[src/rtl/gpio_bank_pkg.sv]
`timescale 1ns/1ps
package gpio_bank_pkg;

    localparam int unsigned BUS_W = 32;

    // Register byte offsets
    localparam logic [7:0] OFS_MODE   = 8'h00;
    localparam logic [7:0] OFS_DIR    = 8'h04;
    localparam logic [7:0] OFS_DOUT   = 8'h08;
    localparam logic [7:0] OFS_DIN    = 8'h0C;
    localparam logic [7:0] OFS_STAT   = 8'h10;
    localparam logic [7:0] OFS_CLR    = 8'h14;
    localparam logic [7:0] OFS_MASK   = 8'h18;
    localparam logic [7:0] OFS_UNMASK = 8'h1C;
    localparam logic [7:0] OFS_POL    = 8'h20;
    localparam logic [7:0] OFS_SENSE  = 8'h24;
    localparam logic [7:0] OFS_FILT   = 8'h28;
    localparam logic [7:0] OFS_BOTH   = 8'h4C;

    typedef enum logic [1:0] {
        SENSE_LEVEL    = 2'd0,
        SENSE_ONE_EDGE = 2'd1,
        SENSE_ANY_EDGE = 2'd2
    } sense_e;

endpackage

[src/rtl/gpio_in_sync.sv]
`timescale 1ns/1ps
module gpio_in_sync #(
    parameter int unsigned WIDTH  = 32,
    parameter int unsigned STAGES = 2
) (
    input  logic             clk,
    input  logic             rst_n,
    input  logic [WIDTH-1:0] raw_i,
    output logic [WIDTH-1:0] sync_o
);

    logic [WIDTH-1:0] stage_q [STAGES];

    always_ff @(posedge clk or negedge rst_n) begin
        if (!rst_n) begin
            stage_q[0] <= '0;
        end else begin
            stage_q[0] <= raw_i;
        end
    end

    for (genvar s = 1; s < STAGES; s++) begin : g_stage
        always_ff @(posedge clk or negedge rst_n) begin
            if (!rst_n) begin
                stage_q[s] <= '0;
            end else begin
                stage_q[s] <= stage_q[s-1];
            end
        end
    end

    assign sync_o = stage_q[STAGES-1];

endmodule

[src/rtl/gpio_line_sense.sv]
`timescale 1ns/1ps
module gpio_line_sense
    import gpio_bank_pkg::*;
(
    input  logic clk,
    input  logic rst_n,
    input  logic pin_s,
    input  logic irq_mode,
    input  logic neg_logic,
    input  logic edge_sel,
    input  logic both_sel,
    output logic hit
);

    logic   prev_q;
    sense_e kind;
    logic   act_now;
    logic   act_prev;
    logic   raw_hit;

    // Previous synchronized pin value
    always_ff @(posedge clk or negedge rst_n) begin
        if (!rst_n) begin
            prev_q <= 1'b0;
        end else begin
            prev_q <= pin_s;
        end
    end

    // Selector state, chosen by the sense and both-edge bits
    always_comb begin
        if (!edge_sel) begin
            kind = SENSE_LEVEL;
        end else if (both_sel) begin
            kind = SENSE_ANY_EDGE;
        end else begin
            kind = SENSE_ONE_EDGE;
        end
    end

    assign act_now  = pin_s ^ neg_logic;
    assign act_prev = prev_q ^ neg_logic;

    always_comb begin
        unique case (kind)
            SENSE_LEVEL:    raw_hit = act_now;
            SENSE_ONE_EDGE: raw_hit = act_now & ~act_prev;
            SENSE_ANY_EDGE: raw_hit = pin_s ^ prev_q;
            default:        raw_hit = 1'b0;
        endcase
    end

    assign hit = irq_mode & raw_hit;

    // an inactive level never produces an event
    p_level_idle_r4: assert property (@(posedge clk) disable iff (!rst_n)
        (irq_mode && !edge_sel && (pin_s == neg_logic)) |-> !hit);

    // a pin that holds still never produces an edge event
    p_edge_needs_change_r6: assert property (@(posedge clk) disable iff (!rst_n)
        (edge_sel && $stable(pin_s)) |-> !hit);

endmodule

[src/rtl/gpio_bank_ctrl.sv]
`timescale 1ns/1ps
module gpio_bank_ctrl
    import gpio_bank_pkg::*;
#(
    parameter int unsigned NUM_LINES = 32,
    parameter int unsigned ADDR_W    = 8
) (
    input  logic                 clk,
    input  logic                 rst_n,
    input  logic [ADDR_W-1:0]    bus_addr,
    input  logic                 bus_wr_en,
    input  logic [BUS_W-1:0]     bus_wr_data,
    output logic [BUS_W-1:0]     bus_rd_data,
    input  logic [NUM_LINES-1:0] pad_in,
    output logic [NUM_LINES-1:0] pad_out,
    output logic [NUM_LINES-1:0] pad_oe,
    output logic                 irq
);

    localparam int unsigned N = NUM_LINES;

    logic [N-1:0] mode_q, dir_q, dout_q, pol_q, sense_q, both_q, filt_q;
    logic [N-1:0] stat_q, mask_q;
    logic         irq_q;
    logic [N-1:0] pin_s;
    logic [N-1:0] set_vec;
    logic [N-1:0] clr_vec;
    logic [N-1:0] wd;

    logic hit_mode, hit_dir, hit_dout, hit_clr, hit_mask, hit_unmask;
    logic hit_pol, hit_sense, hit_filt, hit_both;

    assign wd = bus_wr_data[N-1:0];

    // Write decode
    assign hit_mode   = bus_wr_en && (bus_addr == ADDR_W'(OFS_MODE));
    assign hit_dir    = bus_wr_en && (bus_addr == ADDR_W'(OFS_DIR));
    assign hit_dout   = bus_wr_en && (bus_addr == ADDR_W'(OFS_DOUT));
    assign hit_clr    = bus_wr_en && (bus_addr == ADDR_W'(OFS_CLR));
    assign hit_mask   = bus_wr_en && (bus_addr == ADDR_W'(OFS_MASK));
    assign hit_unmask = bus_wr_en && (bus_addr == ADDR_W'(OFS_UNMASK));
    assign hit_pol    = bus_wr_en && (bus_addr == ADDR_W'(OFS_POL));
    assign hit_sense  = bus_wr_en && (bus_addr == ADDR_W'(OFS_SENSE));
    assign hit_filt   = bus_wr_en && (bus_addr == ADDR_W'(OFS_FILT));
    assign hit_both   = bus_wr_en && (bus_addr == ADDR_W'(OFS_BOTH));

    gpio_in_sync #(
        .WIDTH  (N),
        .STAGES (2)
    ) i_sync (
        .clk    (clk),
        .rst_n  (rst_n),
        .raw_i  (pad_in),
        .sync_o (pin_s)
    );

    for (genvar i = 0; i < N; i++) begin : g_line
        gpio_line_sense i_sense (
            .clk       (clk),
            .rst_n     (rst_n),
            .pin_s     (pin_s[i]),
            .irq_mode  (mode_q[i]),
            .neg_logic (pol_q[i]),
            .edge_sel  (sense_q[i]),
            .both_sel  (both_q[i]),
            .hit       (set_vec[i])
        );
    end

    // Configuration registers
    always_ff @(posedge clk or negedge rst_n) begin
        if (!rst_n) begin
            mode_q  <= '0;
            dir_q   <= '0;
            dout_q  <= '0;
            pol_q   <= '0;
            sense_q <= '0;
            both_q  <= '0;
            filt_q  <= '0;
        end else begin
            if (hit_mode)  mode_q  <= wd;
            if (hit_dir)   dir_q   <= wd;
            if (hit_dout)  dout_q  <= wd;
            if (hit_pol)   pol_q   <= wd;
            if (hit_sense) sense_q <= wd;
            if (hit_both)  both_q  <= wd;
            if (hit_filt)  filt_q  <= wd;
        end
    end

    // Status and mask
    assign clr_vec = hit_clr ? wd : '0;

    always_ff @(posedge clk or negedge rst_n) begin
        if (!rst_n) begin
            stat_q <= '0;
            mask_q <= '0;
            irq_q  <= 1'b0;
        end else begin
            stat_q <= (stat_q & ~clr_vec) | set_vec;
            if (hit_mask) begin
                mask_q <= mask_q & wd;
            end else if (hit_unmask) begin
                mask_q <= mask_q | wd;
            end
            irq_q <= |(stat_q & mask_q);
        end
    end

    // Pad side
    assign pad_out = dout_q;
    assign pad_oe  = ~mode_q & dir_q;
    assign irq     = irq_q;

    // Read mux
    always_comb begin
        bus_rd_data = '0;
        case (bus_addr)
            ADDR_W'(OFS_MODE):  bus_rd_data[N-1:0] = mode_q;
            ADDR_W'(OFS_DIR):   bus_rd_data[N-1:0] = dir_q;
            ADDR_W'(OFS_DOUT):  bus_rd_data[N-1:0] = dout_q;
            ADDR_W'(OFS_DIN):   bus_rd_data[N-1:0] = pin_s & ~pad_oe;
            ADDR_W'(OFS_STAT):  bus_rd_data[N-1:0] = stat_q;
            ADDR_W'(OFS_MASK):  bus_rd_data[N-1:0] = mask_q;
            ADDR_W'(OFS_POL):   bus_rd_data[N-1:0] = pol_q;
            ADDR_W'(OFS_SENSE): bus_rd_data[N-1:0] = sense_q;
            ADDR_W'(OFS_FILT):  bus_rd_data[N-1:0] = filt_q;
            ADDR_W'(OFS_BOTH):  bus_rd_data[N-1:0] = both_q;
            default:            bus_rd_data = '0;
        endcase
    end

    // a line in interrupt mode never drives its pad
    p_oe_only_gpio_r2: assert property (@(posedge clk) disable iff (!rst_n)
        (pad_oe & mode_q) == '0);

    // a clear without a competing set leaves the bit at 0
    p_clear_wins_r7: assert property (@(posedge clk) disable iff (!rst_n)
        (clr_vec != '0) |=> ((stat_q & $past(clr_vec & ~set_vec)) == '0));

    // only interrupt-mode lines can newly set status
    p_gpio_no_status_r10: assert property (@(posedge clk) disable iff (!rst_n)
        1'b1 |=> ((stat_q & ~$past(stat_q) & ~$past(mode_q)) == '0));

    // a write of 0s to the mask register disables those lines and keeps the rest
    p_mask_write_r8: assert property (@(posedge clk) disable iff (!rst_n)
        hit_mask |=> (mask_q == $past(mask_q & wd)));

    // a write of 1s to the enable register sets those mask bits
    p_unmask_write_r8: assert property (@(posedge clk) disable iff (!rst_n)
        (hit_unmask && !hit_mask) |=> ((mask_q & $past(wd)) == $past(wd)));

    // irq follows pending interrupts one cycle later
    p_irq_high_r9: assert property (@(posedge clk) disable iff (!rst_n)
        ((stat_q & mask_q) != '0) |=> irq);
    p_irq_low_r9: assert property (@(posedge clk) disable iff (!rst_n)
        ((stat_q & mask_q) == '0) |=> !irq);

endmodule

[config.mk]
export PLATFORM = sky130hd
export DESIGN_NAME = gpio_bank_ctrl
export DESIGN_NICKNAME = d
export VERILOG_FILES = /design/src/rtl/gpio_bank_pkg.sv /design/src/rtl/gpio_in_sync.sv /design/src/rtl/gpio_line_sense.sv /design/src/rtl/gpio_bank_ctrl.sv
export SDC_FILE = /design/constraint.sdc
export NUM_CORES = 1
export LEC_CHECK = 0
export CAP_MARGIN = 20
export CORE_AREA = 4 4 260 135
export CTS_CLUSTER_DIAMETER = 50
export DETAILED_ROUTE_END_ITERATION = 8
export DIE_AREA = 0 0 264 139
export GPL_ROUTABILITY_DRIVEN = 0
export PLACE_DENSITY = 0.81
export SETUP_SLACK_MARGIN = 0.15
export SLEW_MARGIN = 20
export SYNTH_ARGS = -nofsm -noshare
export SYNTH_HDL_FRONTEND = slang
export SYNTH_SLANG_ARGS = --single-unit
[constraint.sdc]
create_clock -name clk -period 3 [get_ports clk]
set_clock_uncertainty 0.05 [all_clocks]
set_input_delay 0.6 -clock clk [delete_from_list [all_inputs] [get_ports clk]]
set_output_delay 0.6 -clock clk [all_outputs]
set_load 0.03 [all_outputs]
# [Word level (Yosys, flattened, before mapping)]
# Cells that the tools add are included.
[word_totals] regBits=385 latch_bits=0 mem_bits_rw=0 romBits=0 inputBits=75 memories=0
[classes] n_addsub=0 multipliers=0 div=0 n_lt_le_gt_ge=0 n_eq_ne=75 shift=0 muxes=100 bitwise_logic=202 n_reduce_logical=45
[op_table] operator="$pmux 32 s10" count=1
[op_table] operator="$and 32x32->32" count=5
[op_table] operator="$mux 2" count=64
[op_table] operator="$mux 32" count=3
[op_table] operator="$not 32->32" count=3
[op_table] operator="$pmux 1 s3" count=32
[op_table] operator="$xor 1x1->1" count=96
[op_table] operator="$and 1x1->1" count=64
[op_table] operator="$eq 2x1->1 const B" count=32
[op_table] operator="$eq 2x2->1 const B" count=32
[op_table] operator="$logic_not 2->1" count=32
[op_table] operator="$or 32x32->32" count=2
[op_table] operator="$eq 8x5->1 const B" count=4
[op_table] operator="$not 1->1" count=32
[op_table] operator="$reduce_or 32->1" count=1
[op_table] operator="$eq 8x6->1 const B" count=3
[op_table] operator="$eq 8x4->1 const B" count=2
[op_table] operator="$logic_and 1x1->1" count=10
[op_table] operator="$eq 8x3->1 const B" count=1
[op_table] operator="$eq 8x7->1 const B" count=1
[op_table] operator="$logic_not 8->1" count=1
[op_table] operator="$reduce_bool 2->1" count=1

# [Logic depth before layout (Yosys ltp)]
[logic_depth] ltp_word=6 ltp_mapped=7 depth_no_buf=4

# [Hierarchy]
# Synthesis repeated with hierarchy kept, for this count alone.
[unflattened] cells_unflattened=1494 area_unflattened_um2=17996.0
[by_module_without_submodules] mod="gpio_bank_ctrl" instances=1 cells_each=1206 area_per_inst_um2=14072.2 seq_area_each_um2=7231.9
[by_module_without_submodules] mod="gpio_line_sense" instances=32 cells_each=6 area_per_inst_um2=65.1 seq_area_each_um2=25.0
[by_module_without_submodules] mod="gpio_in_sync" instances=1 cells_each=96 area_per_inst_um2=1841.8 seq_area_each_um2=1601.5

# [Worst setup path after synthesis]
# No wires, ideal clock.
[synth_path] kind="input to output" startpoint="input bus_addr[4]" endpoint="output bus_rd_data[24]" arrival_ps=2654 required_time_ps=2350 path_slack_ps=-304 stages=4 cell_sequence="buf_2 > nor4b_4 > nand2_1 > o311ai_0"
[synth_between] elab_chain_cells=2 elab_cells_between_ends=11
[synth_rtl] item="start: declaration" line="gpio_bank_ctrl.sv:10" rtl="input logic [ADDR_W-1:0] bus_addr,"
[synth_rtl] item="$eq 8x7->1 (tied with other cells)" line="gpio_bank_ctrl.sv:118" rtl="case (bus_addr)"
[synth_rtl] item="$pmux 32 s10 *" line="gpio_bank_ctrl.sv:118"
[synth_rtl] item="end: declaration" line="gpio_bank_ctrl.sv:13" rtl="output logic [BUS_W-1:0] bus_rd_data,"
# Mark *: on every way between the ends. The rest lies on a longest branch, timed or not.

# [Worst setup path in the final report]
[layout_path] startpoint="input bus_addr[1]" endpoint="output bus_rd_data[30]"
# The elaborated chain is that of the path after synthesis.

==> metrics.md <==
| Metric | Value |
|---|---|
| Buffers on Ports | `171` |
| Launch point of the worst path | `bus_addr[1]` |
| Final setup vio count | `7` |
| Primary FF master, synth | `dfrtp_1` |
| Initial Util | `55.5%` |
| Worst-path clk slew | `0.06 ns` |
| Tot Pwr | `12.0 mW` |
| Mux cell area share after synthesis | `18.3%` |
| Sw Share | `27.2%` |
| DRT iter0 DRCs | `2,150` |
| Compound-Gate Fraction of Synth Area | `11.5%` |
| Pre-CTS setup slack | `-0.551 ns` |
| Row Count | `47` |
| CTS H-Tree Depth | `2` |
| Hold Crit Class | `in2async` |
| Post-synthesis simple-gate area fraction | `10.4%` |
| Type of element launching the critical path | `input port` |
| Num Clock Sinks | `385` |
| Cells after Synth | `1,536` |
| Cell with the most instances after synthesis | `dfrtp_1` |
| Largest net degree at the start of global routing | `74` |
| Worst setup path category | `in2out` |
| Drt first pass iters | `6` |
| Vert. Die Dim | `139 µm` |
| Vias post-DR | `15,357` |
| Hold Buf Count CTS | `0` |
| Fin crit period | `3.05 ns` |
| Grt ovf | `0` |
| FILL cells | `1,943` |
| CTS tree | `built` |
| #FFs+latches synth | `385` |
| Max FO, Critical Path | `7` |
| R2R depth | `3` |
| Post-route setup slack | `-0.0454 ns` |
| Synth area leaders | `dfrtp_1 53%, mux2_2 14%, mux2i_1 3.6%, a22o_1 2.0%, nand2_1 1.9%` |
| Relative slew margins | `61.9%` |
| Slew Viols, Final | `0` |
| Worst vdd ir | `0.000310 V` |
| Layout Nets | `1,886` |
| Worst R2R End | `irq` |
| Largest area contributor in the netlist | `dfrtp_1` |
| Post-DP HPWL | `40,800 µm` |
| NetSw | `3.27 mW` |
| Placed Instance Area | `21,600 µm²` |
| Share of post-route cells with drive strength above 1 | `32.9%` |
| Top cells by instance count after synthesis | `385 x dfrtp_1, 231 x mux2_2, 93 x nand2_1` |
| Sequential cell area fraction in the yosys report | `53.1%` |
| FF+latch area | `9630 µm²` |
| Reg2Reg Launch Point | `stat_q[25]` |
| Net Count, Synth | `1,611` |
| Final core utilization | `72.7%` |
| Combinational family with the most area after synthesis | `multiplexers` |
| Synth Area in XOR/XNOR | `3.09%` |
| Final hold violations | `5` |
| WL final | `63,900 µm` |
| Avg Synthesized Cell Area | `11.8 µm²` |
| Detail Route Antenna Nets | `0` |
| Vias in the first global route | `15,503` |
| Clock Tree Buf Depth | `3` |
| Internal Power | `8.75 mW` |
| Pwr Density | `506 nW/µm²` |
| Worst-Skew Late Latency | `0.55 ns` |
| Crit end category | `primary output` |
| End of the critical path | `bus_rd_data[30]` |
| First-pass GRT wire length | `92,100 µm` |
| Clock root cell | `clkbuf_16` |
| Worst-Margin Slew | `0.572 ns` |
| Req. time, crit path | `2.35 ns` |
| Fmax | `328 MHz` |
| Unique masters post-synth | `64` |
| Violated checks | `hold timing, setup timing` |
| Worst Path Arrival | `2.40 ns` |
| Post-synth top area share | `53.1%` |
| Clock power frac | `36.6%` |
| Post-Synth Adder-Cell Area | `0%` |
| Sequential power share | `50.6%` |
| Final Cell Area | `23,800 µm²` |
| Synth warn | `0` |
| DRC | `0` |
| R2R setup slack | `1.20 ns` |
| Core Region | `32,700 µm²` |
| Status | `complete, but fails checks` |
| Drt via density | `6.75` |
| Area of the multi-input gates | `8440 µm²` |
| Area grow syn2layout | `30.9%` |
| Initial antenna violation count | `2` |
| CTS Buf Count | `35` |
| WL per Instance | `28.1 µm` |
| RSZ-0062 raised after global routing | `true` |
| Worst hold slack | `-0.00871 ns` |
| Combinational Power Share | `12.8%` |
| Lkg Pwr | `10.9 nW` |
| Overall routing resource usage | `32.2%` |
| Die ar. | `36,700 µm²` |
| IO Pins | `172` |
| Die Wd | `264 µm` |
| Fin crit share | `102%` |
| Cell area after synthesis | `18,200 µm²` |
| Fraction of registers with async set/reset | `100%` |
| Number of synthesized flops with an enable pin | `0` |
| Maxcap violations | `0` |
-- routing by layer --
layer | track usage, % | part of all wire, % | vias up
met3 | 11.6 | 14 | 351
met1 | 41.0 | 36 | 7621
li1 | - | - | 6144
met2 | 49.8 | 44 | 1241
met4 | 14.6 | 6.1 | 0
met5 | 0 | 0 | -
-- state kept, by name, summed over array words and instances, names as in the netlist --
signal,flops
stat_q,32
pad_out,32
g_line.i_sense.prev_q,32
filt_q,32
dir_q,32
both_q,32
mode_q,32
mask_q,32
sense_q,32
pol_q,32
i_sync.stage_q,32
irq,1
i_sync.sync_o,32
-- layout make-up --
type                       instances  share of cell area (%)
antenna                            2                  0.0211
clock buffer                      50                    4.40
clock inverter                     7                   0.158
inverter                          28                   0.442
multi-input combinational       1012                    35.5
sequential                       385                    40.5
tap                              441                    2.32
timing repair buffer             349                    16.6
-- layout by cell type (no fill, tap or decap), types with 33 or more instances in the layout --
master	Yosys	routed
mux2_2	231	231
a22o_1	41	41
mux2i_1	65	63
clkbuf_16	0	41
dfrtp_1	385	385
nand3_1	40	35
o21ai_0	68	66
buf_4	2	113
nand2_1	93	89
nor2_1	79	75
a21oi_1	42	39
buf_12	0	59
nand3b_1	33	33
clkdlybuf4s50_1	0	130
buf_6	4	34
-- worst max-delay path: stages --
cell	delay [ns]
buf_8	0.10
buf_12	0.13
buf_6	0.12
or4_4	0.57
buf_12	0.18
o22ai_1	0.19
a22oi_1	0.13
o211ai_1	0.20
buf_12	0.17
-- stage by stage --
step | cells | hold WS, ns | TNS [ns]
floorplan | 1536 | 0.254 | 0
global placement | 2174 | 0.282 | -31.93
detailed placement | 2174 | 0.285 | -36.37
CTS | 2249 | 0.00600 | -0.00966
global route | 2273 | 0.0155 | -0.202
finish | 2274 | -0.00871 | -0.180
-- power groups by stage --
stage / clock, mW / combinational [mW] / sequential, mW
floorplan: 0 / 0.738 / 5.98
global placement: 0 / 1.32 / 6.09
detailed placement: 0 / 1.37 / 6.11
CTS: 4.40 / 1.44 / 6.03
global route: 4.61 / 1.62 / 6.10
finish: 4.40 / 1.54 / 6.08
-- what timing repair did --
action                     CTS  global route
hold endpoints to repair     0             0
cloned                       2             1
setup buffers               16            22
setup endpoints to repair   32            32
gates resized for setup    122            73
pin swaps                   48            38
-- cell families (layout without fill, tap and decap cells) --
family | after synthesis | count (layout)
compound gates | 296 | 296
xor+xnor | 64 | 64
mux | 303 | 303
simple gates | 348 | 349
buf+inv | 140 | 434
flops | 385 | 385
other cells | 0 | 2
-- how the worst min path moves through the flow --
stage                         endpoint  cells after the start               start  slack (ns)
floorplan                    both_q[0]                      0               rst_n        0.25
global placement      i_sync.sync_o[4]                      0  i_sync.stage_q[36]        0.28
detailed placement    i_sync.sync_o[3]                      0  i_sync.stage_q[35]        0.28
CTS                   i_sync.sync_o[9]                      1               rst_n       0.006
global route        i_sync.stage_q[37]                      1               rst_n        0.02
finish              i_sync.stage_q[33]                      1               rst_n      -0.009
(Power assumes the default switching activity.)
